<file path="src/rtl/wo_pkg.sv">
package wo_pkg;

  typedef enum logic [1:0] {
    LS_INV = 2'd0,
    LS_VAL = 2'd1,
    LS_RES = 2'd2,
    LS_DRT = 2'd3
  } line_st_e;

  typedef enum logic [1:0] {
    BC_NONE  = 2'd0,
    BC_READ  = 2'd1,
    BC_WTHRU = 2'd2,
    BC_WBACK = 2'd3
  } bus_cmd_e;

  typedef enum logic [2:0] {
    FS_IDLE  = 3'd0,
    FS_EVICT = 3'd1,
    FS_FILL  = 3'd2,
    FS_WTHRU = 3'd3,
    FS_SNPWB = 3'd4
  } ctl_st_e;

endpackage

</file>
<file path="src/rtl/wo_line_array.sv">
module wo_line_array
  import wo_pkg::*;
#(
  parameter int LINES = 4,
  parameter int TAG_W = 6,
  parameter int DW    = 16,
  localparam int IDX_W = $clog2(LINES)
) (
  input  logic             clk,
  input  logic             rst_n,
  // lookup port (processor side)
  input  logic [IDX_W-1:0] la_idx,
  output logic [TAG_W-1:0] la_tag,
  output logic [DW-1:0]    la_data,
  output line_st_e         la_st,
  // lookup port (snoop side)
  input  logic [IDX_W-1:0] sp_idx,
  output logic [TAG_W-1:0] sp_tag,
  output logic [DW-1:0]    sp_data,
  output line_st_e         sp_st,
  // controller write port
  input  logic [IDX_W-1:0] wr_idx,
  input  logic             wr_tag_en,
  input  logic [TAG_W-1:0] wr_tag,
  input  logic             wr_data_en,
  input  logic [DW-1:0]    wr_data,
  input  logic             wr_st_en,
  input  line_st_e         wr_st,
  // snoop state port, wins over the controller port
  input  logic             su_en,
  input  logic [IDX_W-1:0] su_idx,
  input  line_st_e         su_st
);

  logic [TAG_W-1:0] tag_q  [LINES];
  logic [DW-1:0]    data_q [LINES];
  line_st_e         st_q   [LINES];

  for (genvar g = 0; g < LINES; g++) begin : g_line
    localparam logic [IDX_W-1:0] MY_IDX = IDX_W'(g);

    logic tag_ce, data_ce, st_ce_ctl, st_ce_snp;
    assign tag_ce    = wr_tag_en  && (wr_idx == MY_IDX);
    assign data_ce   = wr_data_en && (wr_idx == MY_IDX);
    assign st_ce_ctl = wr_st_en   && (wr_idx == MY_IDX);
    assign st_ce_snp = su_en      && (su_idx == MY_IDX);

    always_ff @(posedge clk) begin
      if (tag_ce) tag_q[g] <= wr_tag;
    end

    always_ff @(posedge clk) begin
      if (data_ce) data_q[g] <= wr_data;
    end

    always_ff @(posedge clk or negedge rst_n) begin
      if (!rst_n)         st_q[g] <= LS_INV;
      else if (st_ce_snp) st_q[g] <= su_st;
      else if (st_ce_ctl) st_q[g] <= wr_st;
    end
  end

  assign la_tag  = tag_q[la_idx];
  assign la_data = data_q[la_idx];
  assign la_st   = st_q[la_idx];
  assign sp_tag  = tag_q[sp_idx];
  assign sp_data = data_q[sp_idx];
  assign sp_st   = st_q[sp_idx];

endmodule

</file>
<file path="src/rtl/wo_snoop.sv">
module wo_snoop
  import wo_pkg::*;
#(
  parameter int AW    = 8,
  parameter int IDX_W = 2,
  localparam int TAG_W = AW - IDX_W
) (
  input  logic             snp_valid,
  input  bus_cmd_e         snp_cmd,
  input  logic [AW-1:0]    snp_addr,
  input  logic [TAG_W-1:0] ln_tag,
  input  line_st_e         ln_st,
  output logic [IDX_W-1:0] sn_idx,
  output logic             hold,
  output logic             upd_en,
  output line_st_e         upd_st
);

  logic hit;

  assign sn_idx = snp_addr[IDX_W-1:0];
  assign hit    = snp_valid && (ln_st != LS_INV) && (ln_tag == snp_addr[AW-1:IDX_W]);

  always_comb begin
    hold   = 1'b0;
    upd_en = 1'b0;
    upd_st = LS_INV;
    if (hit) begin
      unique case (snp_cmd)
        BC_READ: begin
          if (ln_st == LS_DRT) begin
            hold = 1'b1;          // stall until our write-back lands
          end else if (ln_st == LS_RES) begin
            upd_en = 1'b1;
            upd_st = LS_VAL;
          end
        end
        BC_WTHRU: begin
          upd_en = 1'b1;
          upd_st = LS_INV;
        end
        default: ;
      endcase
    end
  end

endmodule

</file>
<file path="src/rtl/wo_ctrl.sv">
module wo_ctrl
  import wo_pkg::*;
#(
  parameter int AW    = 8,
  parameter int DW    = 16,
  parameter int IDX_W = 2,
  localparam int TAG_W = AW - IDX_W
) (
  input  logic             clk,
  input  logic             rst_n,
  input  logic             cpu_req,
  input  logic             cpu_we,
  input  logic [AW-1:0]    cpu_addr,
  input  logic [DW-1:0]    cpu_wdata,
  output logic             cpu_done,
  output logic [DW-1:0]    cpu_rdata,
  input  logic             snp_valid,
  input  logic [AW-1:0]    snp_addr,
  input  logic             snp_hold,
  input  logic [DW-1:0]    sp_data,
  output logic [IDX_W-1:0] la_idx,
  input  logic [TAG_W-1:0] la_tag,
  input  logic [DW-1:0]    la_data,
  input  line_st_e         la_st,
  output logic [IDX_W-1:0] wr_idx,
  output logic             wr_tag_en,
  output logic [TAG_W-1:0] wr_tag,
  output logic             wr_data_en,
  output logic [DW-1:0]    wr_data,
  output logic             wr_st_en,
  output line_st_e         wr_st,
  output logic             bus_req,
  input  logic             bus_gnt,
  input  logic             bus_ack,
  output bus_cmd_e         bus_cmd,
  output logic [AW-1:0]    bus_addr,
  output logic [DW-1:0]    bus_wdata,
  input  logic [DW-1:0]    bus_rdata
);

  ctl_st_e          st_q, st_d, ret_q, ret_d;
  logic             done_q, done_d;
  logic             we_q;
  logic [AW-1:0]    addr_q;
  logic [DW-1:0]    wdat_q, rdat_q, rd_d;
  logic             req_ld, rd_ld;
  logic             cpu_hit, bus_fire;
  logic [IDX_W-1:0] req_idx;

  assign req_idx  = addr_q[IDX_W-1:0];
  assign la_idx   = (st_q == FS_IDLE) ? cpu_addr[IDX_W-1:0] : req_idx;
  assign cpu_hit  = (la_st != LS_INV) && (la_tag == cpu_addr[AW-1:IDX_W]);
  assign bus_req  = (st_q != FS_IDLE);
  assign bus_fire = bus_req && bus_gnt && bus_ack;

  // next-state and array-update decode
  always_comb begin
    st_d       = st_q;
    ret_d      = ret_q;
    done_d     = 1'b0;
    req_ld     = 1'b0;
    rd_ld      = 1'b0;
    rd_d       = la_data;
    wr_idx     = la_idx;
    wr_tag_en  = 1'b0;
    wr_tag     = addr_q[AW-1:IDX_W];
    wr_data_en = 1'b0;
    wr_data    = wdat_q;
    wr_st_en   = 1'b0;
    wr_st      = LS_INV;
    unique case (st_q)
      FS_IDLE: begin
        if (snp_hold) begin
          ret_d = FS_IDLE;
          st_d  = FS_SNPWB;
        end else if (cpu_req && !snp_valid) begin
          req_ld = 1'b1;
          if (cpu_hit && !cpu_we) begin
            done_d = 1'b1;
            rd_ld  = 1'b1;
          end else if (cpu_hit && la_st == LS_VAL) begin
            st_d = FS_WTHRU;
          end else if (cpu_hit) begin
            wr_data_en = 1'b1;
            wr_data    = cpu_wdata;
            wr_st_en   = 1'b1;
            wr_st      = LS_DRT;
            done_d     = 1'b1;
          end else begin
            st_d = (la_st == LS_DRT) ? FS_EVICT : FS_FILL;
          end
        end
      end
      FS_EVICT: begin
        if (bus_fire) begin
          wr_st_en = 1'b1;
          wr_st    = LS_INV;
          st_d     = FS_FILL;
        end else if (snp_hold) begin
          ret_d = FS_EVICT;
          st_d  = FS_SNPWB;
        end
      end
      FS_FILL: begin
        if (bus_fire) begin
          wr_tag_en  = 1'b1;
          wr_data_en = 1'b1;
          wr_data    = bus_rdata;
          wr_st_en   = 1'b1;
          wr_st      = LS_VAL;
          if (we_q) begin
            st_d = FS_WTHRU;
          end else begin
            done_d = 1'b1;
            rd_ld  = 1'b1;
            rd_d   = bus_rdata;
            st_d   = FS_IDLE;
          end
        end else if (snp_hold) begin
          ret_d = FS_FILL;
          st_d  = FS_SNPWB;
        end
      end
      FS_WTHRU: begin
        if (bus_fire) begin
          wr_data_en = 1'b1;
          wr_st_en   = 1'b1;
          wr_st      = LS_RES;
          done_d     = 1'b1;
          st_d       = FS_IDLE;
        end else if (snp_hold) begin
          ret_d = FS_WTHRU;
          st_d  = FS_SNPWB;
        end
      end
      FS_SNPWB: begin
        if (bus_fire) begin
          wr_idx   = snp_addr[IDX_W-1:0];
          wr_st_en = 1'b1;
          wr_st    = LS_VAL;
          st_d     = ret_q;
        end
      end
      default: st_d = FS_IDLE;
    endcase
  end

  // bus drive per state
  always_comb begin
    bus_cmd   = BC_NONE;
    bus_addr  = addr_q;
    bus_wdata = wdat_q;
    unique case (st_q)
      FS_EVICT: begin
        bus_cmd   = BC_WBACK;
        bus_addr  = {la_tag, req_idx};
        bus_wdata = la_data;
      end
      FS_FILL:  bus_cmd = BC_READ;
      FS_WTHRU: bus_cmd = BC_WTHRU;
      FS_SNPWB: begin
        bus_cmd   = BC_WBACK;
        bus_addr  = snp_addr;
        bus_wdata = sp_data;
      end
      default: ;
    endcase
  end

  always_ff @(posedge clk or negedge rst_n) begin
    if (!rst_n) begin
      st_q   <= FS_IDLE;
      ret_q  <= FS_IDLE;
      done_q <= 1'b0;
    end else begin
      st_q   <= st_d;
      ret_q  <= ret_d;
      done_q <= done_d;
    end
  end

  always_ff @(posedge clk) begin
    if (req_ld) begin
      we_q   <= cpu_we;
      addr_q <= cpu_addr;
      wdat_q <= cpu_wdata;
    end
  end

  always_ff @(posedge clk) begin
    if (rd_ld) rdat_q <= rd_d;
  end

  assign cpu_done  = done_q;
  assign cpu_rdata = rdat_q;

endmodule

</file>
<file path="src/rtl/wo_cache_ctrl.sv">
module wo_cache_ctrl
  import wo_pkg::*;
#(
  parameter int AW    = 8,
  parameter int DW    = 16,
  parameter int LINES = 4
) (
  input  logic          clk,
  input  logic          rst_n,
  input  logic          cpu_req,
  input  logic          cpu_we,
  input  logic [AW-1:0] cpu_addr,
  input  logic [DW-1:0] cpu_wdata,
  output logic          cpu_done,
  output logic [DW-1:0] cpu_rdata,
  output logic          bus_req,
  input  logic          bus_gnt,
  output logic [1:0]    bus_cmd,
  output logic [AW-1:0] bus_addr,
  output logic [DW-1:0] bus_wdata,
  input  logic          bus_ack,
  input  logic [DW-1:0] bus_rdata,
  input  logic          snp_valid,
  input  logic [1:0]    snp_cmd,
  input  logic [AW-1:0] snp_addr,
  output logic          snp_hold
);

  localparam int IDX_W = $clog2(LINES);
  localparam int TAG_W = AW - IDX_W;

  // reset: asserted asynchronously, released on a clock edge
  logic [1:0] rst_sync_q;
  logic       rst_core_n;

  always_ff @(posedge clk or negedge rst_n) begin
    if (!rst_n) rst_sync_q <= 2'b00;
    else        rst_sync_q <= {rst_sync_q[0], 1'b1};
  end
  assign rst_core_n = rst_sync_q[1];

  logic [IDX_W-1:0] la_idx, sp_idx, wr_idx;
  logic [TAG_W-1:0] la_tag, sp_tag, wr_tag;
  logic [DW-1:0]    la_data, sp_data, wr_data;
  line_st_e         la_st, sp_st, wr_st, su_st;
  logic             wr_tag_en, wr_data_en, wr_st_en, su_en;
  bus_cmd_e         bus_cmd_e_w;

  wo_line_array #(.LINES(LINES), .TAG_W(TAG_W), .DW(DW)) i_array (
    .clk        (clk),
    .rst_n      (rst_core_n),
    .la_idx     (la_idx),
    .la_tag     (la_tag),
    .la_data    (la_data),
    .la_st      (la_st),
    .sp_idx     (sp_idx),
    .sp_tag     (sp_tag),
    .sp_data    (sp_data),
    .sp_st      (sp_st),
    .wr_idx     (wr_idx),
    .wr_tag_en  (wr_tag_en),
    .wr_tag     (wr_tag),
    .wr_data_en (wr_data_en),
    .wr_data    (wr_data),
    .wr_st_en   (wr_st_en),
    .wr_st      (wr_st),
    .su_en      (su_en),
    .su_idx     (sp_idx),
    .su_st      (su_st)
  );

  wo_snoop #(.AW(AW), .IDX_W(IDX_W)) i_snoop (
    .snp_valid (snp_valid),
    .snp_cmd   (bus_cmd_e'(snp_cmd)),
    .snp_addr  (snp_addr),
    .ln_tag    (sp_tag),
    .ln_st     (sp_st),
    .sn_idx    (sp_idx),
    .hold      (snp_hold),
    .upd_en    (su_en),
    .upd_st    (su_st)
  );

  wo_ctrl #(.AW(AW), .DW(DW), .IDX_W(IDX_W)) i_ctrl (
    .clk        (clk),
    .rst_n      (rst_core_n),
    .cpu_req    (cpu_req),
    .cpu_we     (cpu_we),
    .cpu_addr   (cpu_addr),
    .cpu_wdata  (cpu_wdata),
    .cpu_done   (cpu_done),
    .cpu_rdata  (cpu_rdata),
    .snp_valid  (snp_valid),
    .snp_addr   (snp_addr),
    .snp_hold   (snp_hold),
    .sp_data    (sp_data),
    .la_idx     (la_idx),
    .la_tag     (la_tag),
    .la_data    (la_data),
    .la_st      (la_st),
    .wr_idx     (wr_idx),
    .wr_tag_en  (wr_tag_en),
    .wr_tag     (wr_tag),
    .wr_data_en (wr_data_en),
    .wr_data    (wr_data),
    .wr_st_en   (wr_st_en),
    .wr_st      (wr_st),
    .bus_req    (bus_req),
    .bus_gnt    (bus_gnt),
    .bus_ack    (bus_ack),
    .bus_cmd    (bus_cmd_e_w),
    .bus_addr   (bus_addr),
    .bus_wdata  (bus_wdata),
    .bus_rdata  (bus_rdata)
  );

  assign bus_cmd = bus_cmd_e_w;

endmodule

</file>
<file path="config.mk">
export PLATFORM = sky130hd
export DESIGN_NAME = wo_cache_ctrl
export DESIGN_NICKNAME = d
export VERILOG_FILES = /design/src/rtl/wo_pkg.sv /design/src/rtl/wo_line_array.sv /design/src/rtl/wo_snoop.sv /design/src/rtl/wo_ctrl.sv /design/src/rtl/wo_cache_ctrl.sv
export SDC_FILE = /design/constraint.sdc
export NUM_CORES = 1
export LEC_CHECK = 0
export BUFFER_PORTS_ARGS = -buffer_cell sky130_fd_sc_hd__buf_2
export CAP_MARGIN = 20
export CORE_ASPECT_RATIO = 1.4
export CORE_MARGIN = 3
export CORE_UTILIZATION = 45
export CTS_BUF_LIST = sky130_fd_sc_hd__clkbuf_4 sky130_fd_sc_hd__clkbuf_8 sky130_fd_sc_hd__clkbuf_16
export DETAILED_ROUTE_END_ITERATION = 6
export HOLD_SLACK_MARGIN = 0.02
export PLACE_DENSITY = 0.69
export SLEW_MARGIN = 10
export SYNTH_ARGS = -nofsm -noshare
export SYNTH_HDL_FRONTEND = slang
export SYNTH_SLANG_ARGS = --single-unit
</file>
<file path="constraint.sdc">
create_clock -name clk -period 9.7 [get_ports clk]
set_input_delay 2.425 -clock clk [delete_from_list [all_inputs] [get_ports clk]]
set_output_delay 2.425 -clock clk [all_outputs]
set_load 0.02 [all_outputs]
</file>
=== Yosys cells after proc, flatten, opt, wreduce, memory -nomap -nowiden ===
Memories as Yosys holds them, arrays and structs flattened.
Index checks and enable logic that the tools add are counted.
Widths: inputs -> output; s select.

* Magnitude comparators: 2
* Equal/unequal tests: 29
* Mux-type cells: 126
* Bitwise gates (word level): 2
* Reductions and logical operators: 49

{| class="wikitable"
|+ Operators by type and width
! operator !! number
|-
| $mux 16 || 12
|-
| $mux 2 || 32
|-
| $pmux 16 s2 || 2
|-
| $mux 3 || 17
|-
| $mux 1 || 48
|-
| $reduce_or 16->1 || 3
|-
| $logic_and 1x1->1 || 24
|-
| $mux 6 || 3
|-
| $reduce_or 6->1 || 3
|-
| $eq 2x2->1 const B || 8
|-
| $pmux 8 s2 || 1
|-
| $pmux 3 s5 || 1
|-
| $ne 2x2->1 const B || 7
|-
| $eq 6x6->1 || 2
|-
| $pmux 2 s3 || 2
|-
| $pmux 3 s4 || 1
|-
| $reduce_bool 2->1 || 6
|-
| $bmux 2 s2 || 2
|-
| $eq 2x1->1 const B || 4
|-
| $pmux 1 s2 || 4
|-
| $reduce_and 8->1 || 1
|-
| $eq 3x2->1 const B || 2
|-
| $ge 3x3->1 const B || 2
|-
| $ne 3x3->1 const B || 2
|-
| other kinds (14) || 19
|}

* Register bits: 58
* RAM bits: 88
* Logic and storage cells: 222
* Memories kept: 2

{| class="wikitable"
|+ Memories
! memory !! words !! bits a word !! read ports !! clocked after Yosys merged registers in !! write ports !! line !! RTL
|-
| i_array.data_q || 4 || 16 || 2 || 0 || 1 || wo_line_array.sv:36 || <nowiki>logic [DW-1:0] data_q [LINES];</nowiki>
|-
| i_array.tag_q || 4 || 6 || 2 || 0 || 1 || wo_line_array.sv:35 || <nowiki>logic [TAG_W-1:0] tag_q [LINES];</nowiki>
|}

=== Logic depth before layout (Yosys ltp) ===
* Depth in word-level cells: 21
* Gate-level depth with buffers: 11
* Mapped depth without buffers: 9

=== Modules after synthesis ===
Synthesis repeated with hierarchy kept, for this count alone.

* Cells, all modules: 537
* Area total of the unflattened synthesis: 7614.8 um^2

{| class="wikitable"
|+ By module, submodules not included
! module !! instances !! cells each !! area each (um^2) !! sequential area each (um^2)
|-
| wo_line_array || 1 || 199 || 4362.9 || 2842.7
|-
| wo_ctrl || 1 || 313 || 3039.2 || 1381.3
|-
| wo_snoop || 1 || 22 || 158.9 || 0.0
|-
| wo_cache_ctrl || 1 || 3 || 53.8 || 50.0
|}

=== Worst setup path before layout ===
OpenSTA, ideal clock, no wires.

* Path type: input -> output
* Start: in snp_addr[0]
* End: out bus_wdata[10]
* Arrival: 4.361 ns
* Data required time: 7.275 ns
* Setup slack: 2.914 ns
* Cell stages on the path: 6
* Buffers on the path: 3
* Cells stage by stage: buf_2 buf_2 buf_1 mux4_2 a22oi_1 o21ai_0

* Longest elaborated chain between the ends: 2

{| class="wikitable"
|+ Ends and longest elaborated chain
! what !! line !! RTL
|-
| start: declaration || wo_cache_ctrl.sv:25 || <nowiki>input logic [AW-1:0] snp_addr,</nowiki>
|-
| $mem_v2 4x16 || - ||
|-
| $pmux 16 s2 || wo_ctrl.sv:153 || <nowiki>unique case (st_q)</nowiki>
|-
| end: declaration || wo_cache_ctrl.sv:20 || <nowiki>output logic [DW-1:0] bus_wdata,</nowiki>
|}

Every way passes these cells.

=== Worst setup path in the final report ===
* Start: in snp_addr[1]
* End: out snp_hold

* Longest elaborated chain between the ends: 8
* Elaborated cells between the ends (all ways): 13
* Those cells by class: eq/ne (2); mux (6); bitwise (1); reduce/logical (3); memory (1)

{| class="wikitable"
|+ Ends and longest elaborated chain
! what !! line !! RTL
|-
| $not 2->3 (implied by the code) || wo_line_array.sv:68 || <nowiki>assign sp_st = st_q[sp_idx];</nowiki>
|-
| $bmux 2 s2 || wo_line_array.sv:68 ||
|-
| $mux 2 (implied by the code) (2 in series) || wo_line_array.sv:68 ||
|-
| $eq 2x2->1 or $reduce_bool 2->1 (tied branches) || wo_snoop.sv:31, wo_snoop.sv:22 ||
|-
| $mux 1 or $logic_and 1x1->1 (tied branches) || wo_snoop.sv:31, wo_snoop.sv:22 ||
|-
| $mux 1 or $logic_and 1x1->1 (tied branches) || wo_snoop.sv:29, wo_snoop.sv:22 ||
|-
| $mux 1 * || wo_snoop.sv:28 || <nowiki>if (hit) begin</nowiki>
|-
| end: declaration || wo_cache_ctrl.sv:26 || <nowiki>output logic snp_hold</nowiki>
|}

Every way passes the cells marked *; elsewhere a longest branch is shown, timed or not. The select of a mux whose other input is x is not followed.

==> run_results.csv <==
group,metric,value,unit
status,status,"finished, final reports clean",
detailed_routing,routed_via_density,6.24,
yosys,ys_types,62,
clocking,h-tree-depth,4,
critical_path,crit_required,7.28,ns
floorplan,fp.dieW,116,um
placement,pre_cts_ws,2.18,ns
cells_and_area,layout.cells.most_common,"nand2_1",
critical_path,ff2ff_setup_slack,4.86,ns
critical_path,path_cells,"buf_2, mux4_2, xnor2_1, nand3_1, nor4_1, nand4_1, inv_1, buf_2",
floorplan,rows,55,
yosys,synth_async_sr_flop_share,0.110,
sta,setup_tns,0,ns
detailed_routing,drt_iter0_markers,462,
critical_path,worst-path-buf-inv,3,
placement,portBuffers,101,
cells_and_area,nets,801,
grt,grt_overflow,0,
clocking,worstSkewPairLatency,0.43,ns
clocking,cts_tree,"yes",
cells_and_area,drive_gt1_frac,0.252,
pwr,p_leak,3.43,nW
grt,antenna_found_initial,0,
yosys,syn_nets,709,
yosys,synth_edf_count,129,
yosys,ys.flop_type,"edfxtp_1",
critical_path,critPathMaxStageDelay,0.65,ns
pwr,peakVddDrop,167,uV
sta,fin_ws,2.56,ns
pwr,p_per_area,245,mW/mm^2
detailed_routing,ant_nets,0,
critical_path,critical_path_class,"input pin to primary output",
clocking,cts_buffers,17,
floorplan,start_util,0.467,
detailed_routing,drc,0,
clocking,clk_pin_slew,0.06,ns
yosys,synthCells,650,
clocking,cts_hold_buf,0,
yosys,synth_area_leaders,"edfxtp_1 (50%), mux4_2 (10%), nand2_1 (6.4%)",
sta,holdWs,0.270,ns
clocking,root_buffer,"clkbuf_16",
yosys,yosys_warnings,0,
detailed_routing,wire_per_inst,22.0,um
floorplan,die_area,0.0187,mm^2
cells_and_area,n_antenna_cell,0,
sta,slew_headroom,0.287,
critical_path,path_common_cell,"buf_2",
grt,first_global_vias,6156,
clocking,cts_resized,0,
sta,period_share,0.736,
placement,gp_congestion,0.841,
critical_path,cp_top_family,"buffers and inverters",
critical_path,arrival,4.72,ns
sta,final_max_slew_viol_count,0,
floorplan,fp.dieH,161,um
yosys,synth.cell_area,0.00768,mm^2
critical_path,end_kind,"primary output",
cells_and_area,most-common-layout-cells,"nand2_1 (130), edfxtp_1 (129), buf_2 (101)",
detailed_routing,wirelength,21000,um
clocking,cts.sinks,145,
clocking,post-cts-setup-buffers,0,
floorplan,core,0.0164,mm^2
yosys,synth_top_cell_area_share,0.504,
sta,max_freq,140,MHz
critical_path,worst_path_max_delay_cell,"buf_2",
run,cap_viol_max_count,0,
sta,fin_skew,0.00846,ns
cells_and_area,nFillCells,1368,
clocking,clock_path_buffers,2,
sta,rsz0062_at_grt,"no",
detailed_routing,vias,5951,
critical_path,r2r_cells,9,
critical_path,r2r_start,"i_ctrl.st_q[1]$_DFFE_PN0P_",
yosys,ys_seq_area_frac,0.557,
floorplan,io_pins,102,
grt,grtUsageTotal,0.231,
placement,place_hpwl,14000,um
detailed_routing,drtPass1Iterations,5,
sta,tightest_slew,1.07,ns
critical_path,timing.rr.end,"i_array.data_q[2][8]$_DFFE_PP_",
grt,grt_max_degree,38,
sta,period_needed,7.14,ns
cells_and_area,area_growth,17.1,%
critical_path,critPathLaunchType,"input pin",
yosys,synth_area_leader_cell,"edfxtp_1",
yosys,postSynthAreaPerCell,11.8,um^2
grt,grt_first_pass_wirelength,32800,um
sta,setup_viol_count_final,0,
sta,finalHoldViolations,0,
critical_path,critPathMaxFanout,32,
hold_path,holdCritPathClass,"register to asynchronous set/reset pin",
yosys,synth_seq_cells,145,
## worst reg2reg max path: cells and delay by family, from the launching register on
kind | cells | cell delay, ns
AND/OR/NAND/NOR | 5 | 2.83
flip-flops | 1 | 0.70
AO/OA/AOI/OAI | 2 | 0.50
buffers and inverters | 1 | 0.33
XOR/XNOR | 1 | 0.17
## how the worst max path moves through the flow
stage           startpoint             to  slack [ns]  cells past startpoint
2_1_floorplan  snp_addr[0]  bus_wdata[10]        2.91                      6
3_3_place_gp   snp_addr[0]       snp_hold        2.19                      8
3_5_place_dp   snp_addr[0]       snp_hold        2.18                      8
4_1_cts        snp_addr[0]       snp_hold        2.19                      8
5_1_grt        snp_addr[1]       snp_hold        2.38                      8
6_report       snp_addr[1]       snp_hold        2.56                      8
## per-layer routing
layer  part of all wire  vias up  track usage
li1                   -     2650            -
met3              0.073       45       0.0577
met1               0.38     2990        0.284
met4              0.026        0       0.0929
met2               0.52      266        0.386
met5                  0        -            0
## Yosys cell counts, types with 6 or more instances
| cell | instances |
|---|---|
| clkbuf_1 | 27 |
| buf_2 | 9 |
| edfxtp_1 | 129 |
| a22oi_1 | 23 |
| nor2_1 | 29 |
| dfrtp_1 | 16 |
| nand2b_1 | 6 |
| inv_1 | 6 |
| a22o_1 | 17 |
| a21oi_1 | 12 |
| xnor2_1 | 9 |
| mux4_2 | 34 |
| nand2_1 | 130 |
| a21o_1 | 17 |
| nand3_1 | 25 |
| o21ai_0 | 58 |
| xor2_1 | 12 |
| o211ai_1 | 8 |
| nor2b_1 | 6 |
| mux2i_1 | 9 |
## per-stage QoR
| stage | instances | power (mW) | utilization | instance area, um^2 |
|---|---|---|---|---|
| final | 953 | 2.21 | 0.547 | 8990 |
| after global routing | 953 | 2.32 | 0.547 | 8990 |
| after CTS | 951 | 2.21 | 0.545 | 8960 |
| after detailed placement | 920 | 1.56 | 0.509 | 8380 |
| after global placement | 919 | 1.53 | 0.508 | 8350 |
| after floorplan | 650 | 1.33 | - | 7680 |
## layout make-up
cell class                 count  area [um^2]  share of cell area
clock buffer                  19          440              0.0490
clock inverter                12          141              0.0157
inverter                       7         26.3             0.00292
multi-input combinational    456         3210               0.357
sequential                   145         4270               0.475
tap                          199          249              0.0277
timing repair buffer         115          647              0.0719
## report_power, final
part	switching, mW	leakage [nW]	internal, mW
combinational	0.446	1.77	0.255
sequential	0.0688	1.37	0.786
clock	0.246	0.286	0.405
## sequential cells by signal, indices dropped and copies added, names as in the netlist
name	flops
i_array.tag_q	24
i_ctrl.ret_q	2
i_ctrl.cpu_done	1
i_ctrl.addr_q	8
i_array.st_q	8
i_ctrl.cpu_rdata	16
rst_sync_q	2
i_ctrl.we_q	1
i_array.data_q	64
i_ctrl.st_q	3
i_ctrl.wdat_q	16
## cell families (layout without fill, tap and decap cells)
group	count (synthesis)	count (layout)	synth area share
other cells	1	1	0.000488
xor+xnor	21	21	0.0239
simple gates	220	220	0.127
compound gates	168	168	0.149
flops	145	145	0.557
fa+ha+maj	2	2	0.00326
mux	44	44	0.113
buf+inv	49	153	0.0269
(Power assumes the default switching activity.)
